File: config.mk
export PLATFORM = sky130hd
export DESIGN_NAME = dbg_regfront
export DESIGN_NICKNAME = d
export VERILOG_FILES = /design/src/rtl/dbg_pkg.sv /design/src/rtl/dbg_abs_fsm.sv /design/src/rtl/dbg_hart_track.sv /design/src/rtl/dbg_regfront.sv
export SDC_FILE = /design/constraint.sdc
export NUM_CORES = 1
export LEC_CHECK = 0
export CORE_ASPECT_RATIO = 0.9
export CORE_MARGIN = 3
export CORE_UTILIZATION = 40
export DETAILED_ROUTE_END_ITERATION = 12
export SLEW_MARGIN = 20
export SYNTH_ARGS = -nofsm -noshare
export SYNTH_HDL_FRONTEND = slang
export SYNTH_HIERARCHICAL = 1
export SYNTH_SLANG_ARGS = --single-unit
File: constraint.sdc
create_clock -name clk -period 1.9 [get_ports clk]
set_input_delay 0.19 -clock clk [delete_from_list [all_inputs] [get_ports clk]]
set_output_delay 0.19 -clock clk [all_outputs]
set_load 0.005 [all_outputs]
File: src/rtl/dbg_pkg.sv
package dbg_pkg;
    localparam logic [6:0] A_DATA0 = 7'h04;
    localparam logic [6:0] A_CTRL  = 7'h10;
    localparam logic [6:0] A_STAT  = 7'h11;
    localparam logic [6:0] A_INFO  = 7'h12;
    localparam logic [6:0] A_ACS   = 7'h16;
    localparam logic [6:0] A_CMD   = 7'h17;
    localparam logic [6:0] A_AUTO  = 7'h18;
    localparam logic [6:0] A_PB0   = 7'h20;

    localparam logic [2:0] ERR_NONE = 3'd0;
    localparam logic [2:0] ERR_BUSY = 3'd1;
    localparam logic [2:0] ERR_NSUP = 3'd2;
    localparam logic [2:0] ERR_EXC  = 3'd3;
    localparam logic [2:0] ERR_HRES = 3'd4;

    typedef enum logic {ST_IDLE, ST_BUSY} abs_state_e;
endpackage

File: src/rtl/dbg_abs_fsm.sv
module dbg_abs_fsm
    import dbg_pkg::*;
(
    input  logic       clk,
    input  logic       rst_n,
    input  logic       clr,
    input  logic       launch,
    input  logic       busy_access,
    input  logic       done,
    input  logic       exc,
    input  logic       errclr_we,
    input  logic [2:0] errclr_mask,
    output logic       busy,
    output logic       go,
    output logic [2:0] cmderr
);
    abs_state_e st_q, st_d;
    logic       go_q, go_d;
    logic [2:0] err_q, err_d;

    always_comb begin
        st_d = st_q;
        go_d = 1'b0;
        unique case (st_q)
            ST_IDLE: if (launch && err_q == ERR_NONE) begin
                st_d = ST_BUSY;
                go_d = 1'b1;
            end
            ST_BUSY: if (done) st_d = ST_IDLE;
        endcase
        err_d = err_q;
        if (errclr_we) err_d = err_q & ~errclr_mask;
        if (err_q == ERR_NONE) begin
            if (st_q == ST_BUSY && (launch || busy_access)) err_d = ERR_BUSY;
            else if (exc) err_d = ERR_EXC;
        end
        if (clr) begin
            st_d  = ST_IDLE;
            go_d  = 1'b0;
            err_d = ERR_NONE;
        end
    end

    always_ff @(posedge clk or negedge rst_n) begin
        if (!rst_n) begin
            st_q  <= ST_IDLE;
            go_q  <= 1'b0;
            err_q <= ERR_NONE;
        end else begin
            st_q  <= st_d;
            go_q  <= go_d;
            err_q <= err_d;
        end
    end

    always_comb begin
        busy   = (st_q == ST_BUSY);
        go     = go_q;
        cmderr = err_q;
    end


    busy_rise_chk: assert property (@(posedge clk) disable iff (!rst_n)
        $rose(busy) |-> go);

    err_sticky_chk: assert property (@(posedge clk) disable iff (!rst_n)
        (err_q != ERR_NONE) && !errclr_we && !clr |=> err_q == $past(err_q));

    launch_clean_chk: assert property (@(posedge clk) disable iff (!rst_n)
        go |-> $past(err_q) == ERR_NONE);
endmodule

File: src/rtl/dbg_hart_track.sv
module dbg_hart_track #(
    parameter int NHARTS = 4,
    parameter int SEL_W  = 10
) (
    input  logic              clk,
    input  logic              rst_n,
    input  logic              clr,
    input  logic              ctl_we,
    input  logic [SEL_W-1:0]  sel,
    input  logic              haltreq,
    input  logic              resumereq,
    input  logic [NHARTS-1:0] resumed,
    output logic [NHARTS-1:0] halt_q,
    output logic [NHARTS-1:0] resume_q,
    output logic [NHARTS-1:0] ack_q
);
    for (genvar h = 0; h < NHARTS; h++) begin : g_hart
        logic hit;
        assign hit = ctl_we && (sel == SEL_W'(h));

        always_ff @(posedge clk or negedge rst_n) begin
            if (!rst_n) begin
                halt_q[h]   <= 1'b0;
                resume_q[h] <= 1'b0;
                ack_q[h]    <= 1'b0;
            end else begin
                if (clr) halt_q[h] <= 1'b0;
                else if (hit) halt_q[h] <= haltreq;
                if (hit && resumereq) begin
                    resume_q[h] <= 1'b1;
                    ack_q[h]    <= 1'b0;
                end else if (resumed[h]) begin
                    resume_q[h] <= 1'b0;
                    ack_q[h]    <= 1'b1;
                end
            end
        end


        resume_ack_excl_chk: assert property (@(posedge clk) disable iff (!rst_n)
            !(resume_q[h] && ack_q[h]));
    end
endmodule

File: src/rtl/dbg_regfront.sv
module dbg_regfront
    import dbg_pkg::*;
#(
    parameter int NHARTS    = 4,
    parameter int SEL_W     = 10,
    parameter int DATA_N    = 2,
    parameter int PB_N      = 2,
    parameter int DATA_ADDR = 'h380
) (
    input  logic              clk,
    input  logic              rst_n,
    input  logic              req_valid,
    input  logic              req_write,
    input  logic [6:0]        req_addr,
    input  logic [31:0]       req_wdata,
    output logic              rsp_valid,
    output logic [31:0]       rsp_rdata,
    output logic              rsp_err,
    input  logic [NHARTS-1:0] hart_halted_i,
    input  logic [NHARTS-1:0] hart_resumed_i,
    output logic [NHARTS-1:0] halt_req_o,
    output logic [NHARTS-1:0] resume_req_o,
    output logic [NHARTS-1:0] hart_rst_o,
    output logic              ndmreset_o,
    output logic              cmd_go_o,
    output logic [31:0]       cmd_o,
    input  logic              cmd_done_i,
    input  logic              cmd_exc_i
);
    localparam int HW  = (NHARTS > 1) ? $clog2(NHARTS) : 1;
    localparam int DIW = (DATA_N > 1) ? $clog2(DATA_N) : 1;
    localparam int PIW = (PB_N > 1) ? $clog2(PB_N) : 1;

    logic              busy;
    logic [2:0]        cmderr;
    logic              active_q, resreq_q, hrst_q, ndm_q;
    logic [SEL_W-1:0]  sel_q;
    logic [DATA_N-1:0] autod_q;
    logic [PB_N-1:0]   autop_q;
    logic [31:0]       data_q [DATA_N];
    logic [31:0]       pb_q [PB_N];
    logic [31:0]       cmd_q;
    logic [NHARTS-1:0] ack_vec;

    logic wr, is_data, is_pb, ctl_wr, ctl_on, dm_clr, launch, busy_acc;
    logic [DIW-1:0] didx;
    logic [PIW-1:0] pidx;
    logic exist;
    logic [HW-1:0] hidx;
    logic [31:0] rd_data;
    logic rd_err;

    assign wr       = req_valid && req_write;
    assign is_data  = (req_addr >= A_DATA0) && (req_addr < A_DATA0 + 7'(DATA_N));
    assign is_pb    = (req_addr >= A_PB0) && (req_addr < A_PB0 + 7'(PB_N));
    assign didx     = DIW'(req_addr - A_DATA0);
    assign pidx     = PIW'(req_addr - A_PB0);
    assign ctl_wr   = wr && (req_addr == A_CTRL);
    assign ctl_on   = ctl_wr && req_wdata[0];
    assign dm_clr   = ctl_wr && !req_wdata[0];
    assign busy_acc = req_valid && is_data && busy;
    assign launch   = (wr && req_addr == A_CMD) ||
                      (req_valid && !busy && ((is_data && autod_q[didx]) ||
                                              (is_pb && autop_q[pidx])));
    assign exist    = sel_q < SEL_W'(NHARTS);
    assign hidx     = HW'(sel_q);

    dbg_abs_fsm u_fsm (
        .clk(clk), .rst_n(rst_n), .clr(dm_clr), .launch(launch),
        .busy_access(busy_acc), .done(cmd_done_i), .exc(cmd_exc_i),
        .errclr_we(wr && req_addr == A_ACS), .errclr_mask(req_wdata[10:8]),
        .busy(busy), .go(cmd_go_o), .cmderr(cmderr)
    );

    dbg_hart_track #(.NHARTS(NHARTS), .SEL_W(SEL_W)) u_track (
        .clk(clk), .rst_n(rst_n), .clr(dm_clr), .ctl_we(ctl_on),
        .sel(req_wdata[16 +: SEL_W]), .haltreq(req_wdata[31]),
        .resumereq(req_wdata[30]), .resumed(hart_resumed_i),
        .halt_q(halt_req_o), .resume_q(resume_req_o), .ack_q(ack_vec)
    );

    always_comb begin
        rd_data = '0;
        rd_err  = 1'b0;
        if (is_data) rd_data = busy ? '1 : data_q[didx];
        else if (is_pb) rd_data = busy ? '1 : pb_q[pidx];
        else begin
            case (req_addr)
                A_CTRL: begin
                    rd_data[31] = exist && halt_req_o[hidx];
                    rd_data[30] = resreq_q;
                    rd_data[29] = hrst_q;
                    rd_data[16 +: SEL_W] = sel_q;
                    rd_data[1]  = ndm_q;
                    rd_data[0]  = active_q;
                end
                A_STAT: begin
                    rd_data[3:0] = 4'd2;
                    rd_data[7]   = 1'b1;
                    rd_data[22]  = 1'b1;
                    if (exist) begin
                        if (hart_halted_i[hidx]) rd_data[9:8] = 2'b11;
                        else rd_data[11:10] = 2'b11;
                        if (ack_vec[hidx]) rd_data[17:16] = 2'b11;
                    end else begin
                        rd_data[15:14] = 2'b11;
                    end
                end
                A_INFO: rd_data = (32'd1 << 20) | (32'd1 << 16) |
                                  (32'(DATA_N) << 12) | 32'(DATA_ADDR & 'hfff);
                A_ACS:  rd_data = (32'(PB_N) << 24) | (32'(busy) << 12) |
                                  (32'(cmderr) << 8) | 32'(DATA_N);
                A_CMD:  rd_data = '0;
                A_AUTO: rd_data = 32'(autod_q) | (32'(autop_q) << 16);
                default: rd_err = 1'b1;
            endcase
        end
    end

    always_ff @(posedge clk or negedge rst_n) begin
        if (!rst_n) begin
            active_q <= 1'b0; resreq_q <= 1'b0; hrst_q <= 1'b0; ndm_q <= 1'b0;
            sel_q <= '0; autod_q <= '0; autop_q <= '0; cmd_q <= '0;
            for (int i = 0; i < DATA_N; i++) data_q[i] <= '0;
            for (int i = 0; i < PB_N; i++) pb_q[i] <= '0;
            rsp_valid <= 1'b0; rsp_rdata <= '0; rsp_err <= 1'b0;
        end else begin
            if (ctl_on) begin
                active_q <= 1'b1;
                resreq_q <= req_wdata[30];
                hrst_q   <= req_wdata[29];
                sel_q    <= req_wdata[16 +: SEL_W];
                ndm_q    <= req_wdata[1];
            end
            if (wr && req_addr == A_AUTO) begin
                autod_q <= req_wdata[DATA_N-1:0];
                autop_q <= req_wdata[16 +: PB_N];
            end
            if (dm_clr) begin
                active_q <= 1'b0; resreq_q <= 1'b0; hrst_q <= 1'b0;
                ndm_q <= 1'b0; sel_q <= '0; autod_q <= '0; autop_q <= '0;
            end
            if (wr && is_data && !busy) data_q[didx] <= req_wdata;
            if (wr && is_pb && !busy) pb_q[pidx] <= req_wdata;
            if (wr && req_addr == A_CMD) cmd_q <= req_wdata;
            rsp_valid <= req_valid;
            rsp_rdata <= req_valid ? rd_data : '0;
            rsp_err   <= req_valid && rd_err;
        end
    end

    for (genvar h = 0; h < NHARTS; h++) begin : g_rst
        assign hart_rst_o[h] = hrst_q && (sel_q == SEL_W'(h));
    end
    assign ndmreset_o = ndm_q;
    assign cmd_o      = cmd_q;


    busy_read_ones_chk: assert property (@(posedge clk) disable iff (!rst_n)
        req_valid && !req_write && (is_data || is_pb) && busy |=> rsp_rdata == '1);

    rsp_follows_req_chk: assert property (@(posedge clk) disable iff (!rst_n)
        req_valid |=> rsp_valid);

    hart_rst_single_chk: assert property (@(posedge clk) disable iff (!rst_n)
        $onehot0(hart_rst_o));

    status_version_chk: assert property (@(posedge clk) disable iff (!rst_n)
        req_valid && !req_write && req_addr == A_STAT |=> rsp_rdata[3:0] == 4'd2);
endmodule

==> metrics.md, run 1 <==
| Metric | Value |
|---|---|
| Final sum of negative setup slack | `-641 ps` |
| Ys Warns | `6` |
| Pin slew with the least headroom to its limit | `between 500 and 600 ps` |
| Total CTS buffers | `25` |
| Floorplan core area | `roughly 25000 um2` |
| Post-route total power | `11.1 mW` |
| Quantity of I/O buffers inserted on ports | `about 130` |
| Cell count after synthesis | `between 700 and 800` |
| Nets | `1056` |
| Summed instance area of the synthesized netlist | `10300 um2` |
| Non-filler cells in the finished layout | `1362` |
| Min Hold Slack | `between 200 and 250 ps` |
| Proportion of synthesized flip-flops having asynchronous set or reset | `1.00` |
| Top post-synthesis cells by count | `dfrtp_1, mux2_2, nand2_1, mux2_4, mux2i_1` |
| Hold/Removal Path Class | `in2async` |
| Sequential share of power | `0.471` |
| Area share of the largest cell type after synthesis | `0.556` |
| Internal Power | `~8.5 mW` |
| Register area share after synthesis | `0.556` |
| Violated checks | `negative setup slack` |
| Row Count | `55` |
| Maximum achievable frequency | `481 MHz` |
| Combinational power share | `0.093` |
| Initial Utilization | `0.408` |
| CP endpoint kind | `primary output` |
| Final routed wirelength across all metal layers | `between 20000 and 30000 um` |
| Top-level I/O count | `133` |
| P_sw | `about 2.5 mW` |
| Leftover overflow at the end of global routing | `0` |
| H-tree levels | `1` |
| Pre-CTS setup slack | `-679 ps` |
| Iter 0 DRT Violations | `roughly 560` |
| Number of flops mapped to enable cells by yosys | `0` |
| Largest cells by area after synthesis | `dfrtp_1, mux2_2, mux2_4` |
| Main flop type after synthesis | `dfrtp_1` |
| Wire length per cell after detailed routing | `just over 20 um` |
| Total number of vias | `7268` |
| RSZ-0062 raised after global routing | `true` |
| Area of the multi-input gates | `~4400 um2` |
| Root Buffer Master | `clkbuf_16` |
| Outcome | `finished, violations left` |
| Final setup violation count | `4` |
| Post-placement cell area | `about 13000 um2` |
| Static Leakage | `6.71 nW` |
| Library cell occupying the most area in the post-synthesis netlist | `dfrtp_1` |
| Part of the total power dissipated in the clock network | `0.435` |
| Avg Cell Area, Syn | `~13 um2` |
| Die Wd | `between 150 and 200 um` |
| Critical register-to-register path startpoint | `sel_q[2]` |
| Vertical die dimension | `around 160 um` |
| Critical path data arrival time | `1890 ps` |
| Critical path launch point type | `flip-flop` |
| TritonCTS clock tree | `done` |
| Area taken by flip-flops and latches | `roughly 5700 um2` |
| R2r worst-path depth | `6` |
| Clock insertion delay at the later pin of the skew report | `520 ps` |
| HPWL after DPL | `19100 um` |
| Placed Instances | `around 1300` |
| Area Overhead vs Synth | `34.2%` |
| Pins over their slew limit | `0` |
| Vias in the first global route | `about 7300` |
| Clock tree buffer depth | `3` |
| Number of search-and-repair iterations in the first detailed-routing pass | `5` |
| Net Count, Synth | `around 820` |
| Fin crit period | `2080 ps` |
| Largest net degree at the start of global routing | `62` |
| End of the worst register-to-register path | `rsp_rdata[9]` |
| Worst Clk Skew | `approximately 10 ps` |
| Most common cell in the synthesized netlist | `dfrtp_1` |
| Max-Slew Margin vs Limit | `0.616` |
| Wire length of the first global-routing pass | `about 43000 um` |
| N_diodes | `0` |
| Via count normalized by instance count | `between 5 and 6` |
| Maximum ir drop on the vdd rail | `about 0.00047 V` |
| Post-DRT Antenna Nets | `0` |
| DRC violations left | `0` |
| Period Utilization, post-route | `1.10` |
| PnR worst setup slack | `-181 ps` |
| Number of fill cells in the layout | `2163` |
| Post-route cell area | `between 10000 and 15000 um2` |
| Total GRT Usage | `0.200` |
| Antenna violations before repair | `0` |
| Clk pin slew, worst setup/hold paths | `~60 ps` |
| Final weighted congestion in routability-driven placement | `roughly 0.86` |
| Maximum fanout count along the critical path | `3` |
| Register bit total from synthesis | `229` |
| Fraction of layout instances using a drive strength above 1 | `0.400` |
| Total Die Area | `approximately 28000 um2` |
| Clk sink count | `around 230` |
| Switching share of total power | `0.228` |
| Final cell utilization of the core | `0.547` |
| CP Class | `reg2out` |
| Minimum setup slack among reg-to-reg paths | `about 80 ps` |
| Max Cap Viol | `0` |
| Final-report hold violation count | `0` |
| Number of library cell types mapped by synthesis | `62` |
| Required time of the critical path | `about 1700 ps` |
| Pwr dens | `800 nW/um2` |
==> cells by family (layout without fill, tap and decap cells) <==
kind of cell | after synthesis | in the layout | synth area share
compound gates | 117 | 117 | 0.0798
xor+xnor | 1 | 1 | 0.000850
buf+inv | 60 | 309 | 0.0278
flops | 229 | 229 | 0.556
mux | 229 | 229 | 0.261
simple gates | 135 | 135 | 0.0742
==> power groups by stage <==
stage / Combinational (mW) / Clock, mW / Sequential, mW
detailed placement: 1.00 / 0 / 5.29
global placement: 0.989 / 0 / 5.29
CTS: 1.03 / 4.95 / 5.21
floorplan: 0.419 / 0 / 5.27
finish: 1.03 / 4.81 / 5.21
global route: 1.12 / 5.13 / 5.23
==> worst max-delay path: stages, from the launching register on <==
cell and delay (ps):
dfrtp_1 420, nor4_4 300, and2_4 190, buf_6 100
nand2_4 60, nor3b_2 160, buf_2 130
==> registers in the layout, indices dropped and copies added (netlist names), 3 cells and up <==
name	count
pb_q	64
u_fsm/cmderr	3
u_track/halt_q	4
rsp_rdata	32
u_track/ack_q	4
cmd_o	32
sel_q	10
data_q	64
u_track/resume_q	4
==> cell type report <==
class / count / area share
sequential: 229 / 0.415
multi-input combinational: 482 / 0.319
clock inverter: 6 / 0.00425
timing repair buffer: 254 / 0.173
tap: 342 / 0.0310
inverter: 11 / 0.00299
clock buffer: 38 / 0.0553
==> worst max path at each step <==
stage | startpoint | to | slack (ps) | depth (start not counted)
6_report | sel_q[2] | hart_rst_o[1] | -180 | 6
5_1_grt | sel_q[2] | hart_rst_o[1] | -260 | 6
4_1_cts | sel_q[6] | hart_rst_o[2] | -230 | 6
3_5_place_dp | req_addr[6] | u_track/ack_q[1] | -680 | 7
3_3_place_gp | req_addr[6] | u_track/ack_q[1] | -640 | 7
2_1_floorplan | req_addr[5] | u_track/ack_q[0] | -240 | 6
==> timing repair <==
item | 4_1_cts | 5_1_grt
endpoints found under the setup margin | 55 | 48
buffers inserted | 4 | 4
pin swaps | 9 | 6
gates resized for setup | 35 | 7
hold buffers | 1 | 0
hold endpoints to repair | 54 | 0
cloned | 0 | 0
==> layout by cell type (no fill, tap or decap), drive strengths merged, types with 6 or more instances in the layout <==
| cell | instances |
|---|---|
| clkbuf | 38 |
| clkdlybuf4s50 | 121 |
| nand2b | 8 |
| a211oi | 19 |
| nor3 | 7 |
| mux2i | 27 |
| nor4 | 10 |
| inv | 12 |
| dfrtp | 229 |
| nand2 | 52 |
| mux2 | 199 |
| nor2 | 12 |
| buf | 127 |
| a22oi | 13 |
| a21oi | 10 |
| o221a | 6 |
| o21ai | 22 |
| nand3 | 6 |
| o22ai | 19 |
| and3 | 10 |
| nand4 | 6 |
==> metal layers <==
| metal | track usage | vias up | share of wire |
|---|---|---|---|
| met5 | 0 | - | 0 |
| met2 | 0.305 | 229 | 0.44 |
| met4 | 0.0327 | 0 | 0.014 |
| met1 | 0.307 | 3697 | 0.48 |
| met3 | 0.0320 | 34 | 0.066 |
| li1 | - | 3308 | - |
Power figures use the tool's default switching activity.
==> inputs of run 2 (changes only) <==
--- a/config.mk
+++ b/config.mk
@@ -9,6 +9,9 @@
 export CORE_MARGIN = 3
 export CORE_UTILIZATION = 40
 export DETAILED_ROUTE_END_ITERATION = 12
+export GPL_TIMING_DRIVEN = 0
+export MAX_ROUTING_LAYER = met4
+export SKIP_LAST_GASP = 1
 export SLEW_MARGIN = 20
 export SYNTH_ARGS = -nofsm -noshare
 export SYNTH_HDL_FRONTEND = slang
==> metrics.md, run 2 (synthesis gave the netlist of run 1 again) <==
| Metric | Value |
|---|---|
| Vias in the first global route | `7241 (-0.62%)` |
| Critical path data arrival time | `1830 ps (-60 ps)` |
| Layer with the highest usage after global routing | `met1` |
| RSZ-0062 raised after global routing | `true` |
| Clk pin slew, worst setup/hold paths | `60 ps (about the same)` |
| Quantity of I/O buffers inserted on ports | `129 (-2.3%)` |
| Number of search-and-repair iterations in the first detailed-routing pass | `4 (-1)` |
| Slowest cell on crit path | `dfrtp_1` |
| Max-Slew Margin vs Limit | `0.432 (-0.184)` |
| Outcome | `finished, violations left` |
| Placed Instances | `1244 (-5.1%)` |
| Violated checks | `negative setup slack` |
| Cell depth of the worst hold path | `3` |
| Clock tree buffer depth | `3 (unchanged)` |
| Total number of vias | `7175 (-1.3%)` |
| Total Die Area | `27700 um2 (unchanged)` |
| Vertical die dimension | `158 um (unchanged)` |
| R2r worst-path depth | `6 (unchanged)` |
| Area Overhead vs Synth | `29.2%` |
| Worst path bufs/invs | `1 (-1)` |
| Nets | `1007 (-4.6%)` |
| Number of fill cells in the layout | `2222 (+2.7%)` |
| Minimum setup slack among reg-to-reg paths | `60 ps (-20 ps)` |
| Launch instance of the worst min-delay path | `req_addr[1]` |
| End of the worst register-to-register path | `pb_q[17]` |
| Final cell utilization of the core | `0.527 (-0.0201)` |
| Die Wd | `175 um (unchanged)` |
| Required time of the critical path | `1710 ps (about the same)` |
| Worst Clk Skew | `10.2 ps (+0.232 ps)` |
| Crit path max-delay family | `simple AND/OR/NAND/NOR gates` |
| Cells along the critical path | `nor4_4 -> and2_4 -> nand2_4 -> nor3b_2 -> buf_2` |
| Antenna violations before repair | `3 (+3)` |
| Final setup violation count | `4 (unchanged)` |
| H-tree levels | `1 (unchanged)` |
| TritonCTS clock tree | `done` |
| Final routed wirelength across all metal layers | `28200 um (+1.0%)` |
| Pins over their slew limit | `0 (unchanged)` |
| Total CTS buffers | `25 (unchanged)` |
| Via count normalized by instance count | `5.46 (+2.2%)` |
| Fraction of layout instances using a drive strength above 1 | `0.366 (-0.0340)` |
| Initial Utilization | `0.408 (unchanged)` |
| Maximum achievable frequency | `494 MHz (+2.8%)` |
| Total GRT Usage | `0.209 (+0.00905)` |
| Hold/Removal Path Class | `in2reg` |
| Most common library cell in the layout ignoring fill and taps | `dfrtp_1` |
| Largest net degree at the start of global routing | `96 (+55%)` |
| Static Leakage | `6.34 nW (-5.5%)` |
| Most frequent cells in the layout | `dfrtp_1, mux2_2, clkdlybuf4s50_1` |
| Pwr dens | `821 nW/um2 (+2.7%)` |
| Clock insertion delay at the later pin of the skew report | `520 ps (about the same)` |
| Clk sink count | `229 (unchanged)` |
| Post-placement cell area | `12100 um2 (-5.6%)` |
| Non-filler cells in the finished layout | `1315 (-3.5%)` |
| Maximum ir drop on the vdd rail | `0.000589 V (+24%)` |
| CP endpoint kind | `primary output` |
| Leading registers by flop count | `data_q x64, pb_q x64` |
| Final sum of negative setup slack | `-438 ps (+204 ps)` |
| Delay of the slowest cell on the worst path | `430 ps (about the same)` |
| Period Utilization, post-route | `1.07 (-0.0298)` |
| Iter 0 DRT Violations | `476 (-16%)` |
| Area taken by flip-flops and latches | `5730 um2 (about the same)` |
| Final-report hold violation count | `0 (unchanged)` |
| Root Buffer Master | `clkbuf_16` |
| Wire length per cell after detailed routing | `21.4 um (+4.6%)` |
| Met2 usage | `0.307 (+0.00278)` |
| Row Count | `55 (unchanged)` |
| Fin crit period | `2020 ps (-56.6 ps)` |
| Area of the multi-input gates | `4440 um2 (+0.88%)` |
| HPWL after DPL | `19300 um (+0.79%)` |
| Critical path launch point type | `flip-flop` |
| Pin slew with the least headroom to its limit | `852 ps (+282 ps)` |
| Maximum fanout count along the critical path | `3 (unchanged)` |
| Post-route cell area | `13300 um2 (-3.7%)` |
| DRC violations left | `0 (unchanged)` |
| Wire length of the first global-routing pass | `43700 um (+0.75%)` |
| Critical register-to-register path startpoint | `u_fsm/busy` |
| Final weighted congestion in routability-driven placement | `0.918 (+6.4%)` |
| CP Class | `reg2out` |
| Top-level I/O count | `133 (unchanged)` |
| PnR worst setup slack | `-124 ps (+56.6 ps)` |
| Global-route met3 utilization | `0.0341 (+0.00215)` |
| Floorplan core area | `25300 um2 (unchanged)` |
| Leftover overflow at the end of global routing | `0 (unchanged)` |
| Max Cap Viol | `0 (unchanged)` |
| Post-DRT Antenna Nets | `0 (unchanged)` |
| Worst min-delay path endpoint | `rsp_rdata[13]` |
| Met1 track utilization from global routing | `0.308 (+0.00101)` |
## run 2: worst min-delay path, delay by kind of cell
kind / cells / cell delay (ps)
AND/OR/NAND/NOR: 1 / 100
buffers and inverters: 1 / 120
AO/OA/AOI/OAI: 1 / 110
## run 2: timing repair
action,CTS,global route
pin swaps,13,8
endpoints found under the hold margin,61,0
hold buffers,1,0
cloned,0,0
resized for setup,75,19
endpoints found under the setup margin,219,56
buffers inserted,22,6
## run 2: layout make-up
class / count / area share
Inverter: 11 / 0.00329
Multi-Input combinational cell: 482 / 0.334
Clock inverter: 7 / 0.00705
Timing Repair Buffer: 160 / 0.117
Buffer: 45 / 0.0222
Sequential cell: 229 / 0.431
Antenna cell: 3 / 0.000564
Clock buffer: 36 / 0.0531
Tap cell: 342 / 0.0321
## run 2: report_power, final
| group | internal [mW] | total (mW) | switching [mW] |
|---|---|---|---|
| Combinational | 0.473 | 0.932 | 0.458 |
| Sequential | 5.08 | 5.22 | 0.138 |
| Clock | 2.85 | 4.78 | 1.94 |
| Total | 8.41 | 10.9 | 2.53 |
## run 2: how the worst max path moves through the flow
stage                     cells past startpoint        start  slack (ps)          endpoint
final                                         5     sel_q[9]        -120     hart_rst_o[2]
after global routing                          5     sel_q[2]        -210     hart_rst_o[2]
after global placement                        1        rst_n       -9460     rsp_rdata[27]
after floorplan                               6  req_addr[5]        -240  u_track/ack_q[0]
after CTS                                     5     sel_q[2]        -170     hart_rst_o[2]
after detailed placement                      9  req_addr[0]       -1150   u_fsm/cmderr[1]
## run 2: through the flow
step                      setup WS, ps  power (mW)  hold slack [ps]
after floorplan                   -236        5.69             -106
after global placement           -9460        6.18              471
after detailed placement         -1150        6.20              179
after CTS                         -170        11.1             62.5
after global routing              -213        11.4             58.2
final                             -124        10.9             86.4
## run 2: metal layers
| layer | wire length (um) | share of wire |
|---|---|---|
| met1 | 13600 | 0.48 |
| met3 | 1760 | 0.062 |
| met4 | 592 | 0.021 |
| met2 | 12300 | 0.43 |
| met5 | 0 | 0 |
==> inputs of run 3 (changes only) <==
--- a/config.mk
+++ b/config.mk
@@ -11,6 +11,7 @@
 export DETAILED_ROUTE_END_ITERATION = 12
 export GPL_TIMING_DRIVEN = 0
 export MAX_ROUTING_LAYER = met4
+export REMOVE_ABC_BUFFERS = 1
 export SKIP_LAST_GASP = 1
 export SLEW_MARGIN = 20
 export SYNTH_ARGS = -nofsm -noshare
==> metrics.md, run 3 (synthesis gave the netlist of run 1 again) <==
| Metric | Value |
|---|---|
| Period Utilization, post-route | `1.09 (+0.0272)` |
| Max-Slew Margin vs Limit | `0.408 (-0.0243)` |
| Vertical die dimension | `158 um (unchanged)` |
| R2r worst-path depth | `3 (-3)` |
| Wire length of the first global-routing pass | `43400 um (-0.54%)` |
| Max Cap Viol | `0 (unchanged)` |
| CP Class | `reg2out` |
| Quantity of I/O buffers inserted on ports | `132 (+2.3%)` |
| Delay of the slowest cell on the worst path | `450 ps (+20 ps)` |
| Hold/Removal Path Class | `in2reg` |
| Most common library cell in the layout ignoring fill and taps | `dfrtp_1` |
| Slowest cell on crit path | `dfrtp_1` |
| Static Leakage | `6.34 nW (about the same)` |
| Clk pin slew, worst setup/hold paths | `60 ps (about the same)` |
| Cell depth of the worst hold path | `1 (-2)` |
| Critical path data arrival time | `1890 ps (+60 ps)` |
| End of the worst register-to-register path | `rsp_rdata[21]` |
| Critical path launch point type | `flip-flop` |
| Pwr dens | `803 nW/um2 (-2.2%)` |
| Leading registers by flop count | `data_q x64, pb_q x64` |
| Largest net degree at the start of global routing | `97 (+1.0%)` |
| Worst path bufs/invs | `1 (unchanged)` |
| N_diodes | `0 (-3)` |
| Iter 0 DRT Violations | `472 (-0.84%)` |
| Outcome | `finished, violations left` |
| Most frequent cells in the layout | `dfrtp_1, mux2_2, clkdlybuf4s50_1` |
| Number of search-and-repair iterations in the first detailed-routing pass | `6 (+2)` |
| Non-filler cells in the finished layout | `1293 (-1.7%)` |
| Final setup violation count | `4 (unchanged)` |
| Cells along the critical path | `nor4_4 -> and2_4 -> nand2_4 -> nor3b_2 -> buf_2` |
| Required time of the critical path | `1710 ps (about the same)` |
| Wire length per cell after detailed routing | `21.7 um (+1.1%)` |
| Fraction of layout instances using a drive strength above 1 | `0.370 (+0.00416)` |
| Clk sink count | `229 (unchanged)` |
| Pins over their slew limit | `0 (unchanged)` |
| Clock insertion delay at the later pin of the skew report | `520 ps (about the same)` |
| Min Hold Slack | `26.2 ps (-60.2 ps)` |
| Top-level I/O count | `133 (unchanged)` |
| Fin crit period | `2080 ps (+51.6 ps)` |
| Initial Utilization | `0.408 (unchanged)` |
| Total GRT Usage | `0.206 (-0.00337)` |
| Launch instance of the worst min-delay path | `req_valid` |
| Floorplan core area | `25300 um2 (unchanged)` |
| Total Die Area | `27700 um2 (unchanged)` |
| PnR worst setup slack | `-176 ps (-51.6 ps)` |
| DRC violations left | `0 (unchanged)` |
| Maximum achievable frequency | `482 MHz (-2.5%)` |
| Worst min-delay path endpoint | `rsp_valid` |
| Violated checks | `negative setup slack` |
| Final-report hold violation count | `0 (unchanged)` |
| Root Buffer Master | `clkbuf_16` |
| Worst Clk Skew | `12.6 ps (+2.39 ps)` |
| Minimum setup slack among reg-to-reg paths | `60 ps (about the same)` |
| Placed Instances | `1205 (-3.1%)` |
| TritonCTS clock tree | `done` |
| Critical register-to-register path startpoint | `u_fsm/busy` |
| Post-placement cell area | `12000 um2 (-0.94%)` |
| Antenna violations before repair | `0 (-3)` |
| Startpoint of the most critical setup path | `sel_q[8]` |
| Crit path max-delay family | `simple AND/OR/NAND/NOR gates` |
| Final cell utilization of the core | `0.531 (+0.00357)` |
| Total number of vias | `7150 (-0.35%)` |
| Nets | `989 (-1.8%)` |
| Final routed wirelength across all metal layers | `28000 um (-0.62%)` |
| Maximum fanout count along the critical path | `3 (unchanged)` |
| Final weighted congestion in routability-driven placement | `0.809 (-12%)` |
| RSZ-0062 raised after global routing | `true` |
| Maximum ir drop on the vdd rail | `0.000432 V (-27%)` |
| Pin slew with the least headroom to its limit | `886 ps (+33.6 ps)` |
| Post-route cell area | `13400 um2 (+0.68%)` |
| Clock tree buffer depth | `3 (unchanged)` |
| HPWL after DPL | `16300 um (-15%)` |
| Leftover overflow at the end of global routing | `0 (unchanged)` |
| Vias in the first global route | `7156 (-1.2%)` |
| Die Wd | `175 um (unchanged)` |
| Area Overhead vs Synth | `30.1%` |
| Total CTS buffers | `25 (unchanged)` |
| H-tree levels | `1 (unchanged)` |
| Via count normalized by instance count | `5.53 (+1.3%)` |
| Row Count | `55 (unchanged)` |
| Post-DRT Antenna Nets | `0 (unchanged)` |
| CP endpoint kind | `primary output` |
-- run 3: stage by stage --
| step | setup TNS (ps) | power [mW] | setup WS [ps] |
|---|---|---|---|
| floorplan | -149310 | 5.64 | -1430 |
| global placement | -3142910 | 6.15 | -9480 |
| detailed placement | -352190 | 6.17 | -2420 |
| CTS | -515 | 10.9 | -191 |
| global route | -907 | 11.2 | -260 |
| finish | -569 | 10.8 | -176 |
-- run 3: cell type report --
| cell class | instances | area [um2] |
|---|---|---|
| Tap cell | 342 | 428 |
| Inverter | 11 | 45.0 |
| Fill cell | 2189 | 11900 |
| Clock inverter | 6 | 63.8 |
| Clock buffer | 36 | 707 |
| Timing Repair Buffer | 181 | 1850 |
| Timing Repair inverter | 1 | 5.00 |
| Multi-Input combinational cell | 487 | 4580 |
| Sequential cell | 229 | 5730 |
-- run 3: worst register-to-register path, delay by kind of cell, from the launching register on --
| kind | cells | cell delay [ps] |
|---|---|---|
| buffers and inverters | 2 | 760 |
| DFF | 1 | 490 |
| AOI/OAI and AO/OA | 1 | 460 |
-- run 3: timing repair --
| action | in CTS | in global routing |
|---|---|---|
| endpoints found under the setup margin | 231 | 118 |
| endpoints found under the hold margin | 72 | 0 |
| cloned | 5 | 1 |
| gates resized for setup | 72 | 15 |
| hold buffers | 1 | 0 |
| pin swaps | 17 | 9 |
| setup buffers | 34 | 5 |
-- run 3: power breakdown --
group	switching, mW	internal [mW]	total [mW]	leakage, nW
Sequential	0.130	5.08	5.21	3.13
Clock	1.92	2.70	4.62	0.372
Combinational	0.457	0.470	0.928	2.84
Total	2.51	8.26	10.8	6.34
-- run 3: worst max-delay path by stage --
stage | end | slack [ps] | cells after the start
global route | hart_rst_o[2] | -260 | 5
detailed placement | data_q[22] | -2420 | 6
floorplan | data_q[0] | -1430 | 4
finish | hart_rst_o[2] | -180 | 5
global placement | rsp_rdata[29] | -9480 | 1
CTS | hart_rst_o[2] | -190 | 5
-- run 3: metal layers --
metal  vias to the layer above  global-route usage  wire length (um)
met3                        56              0.0315              1510
met1                      3681               0.300             13300
met5                         -                   -                 0
met4                         0              0.0547               741
li1                       3206                   -                 -
met2                       207               0.302             12400
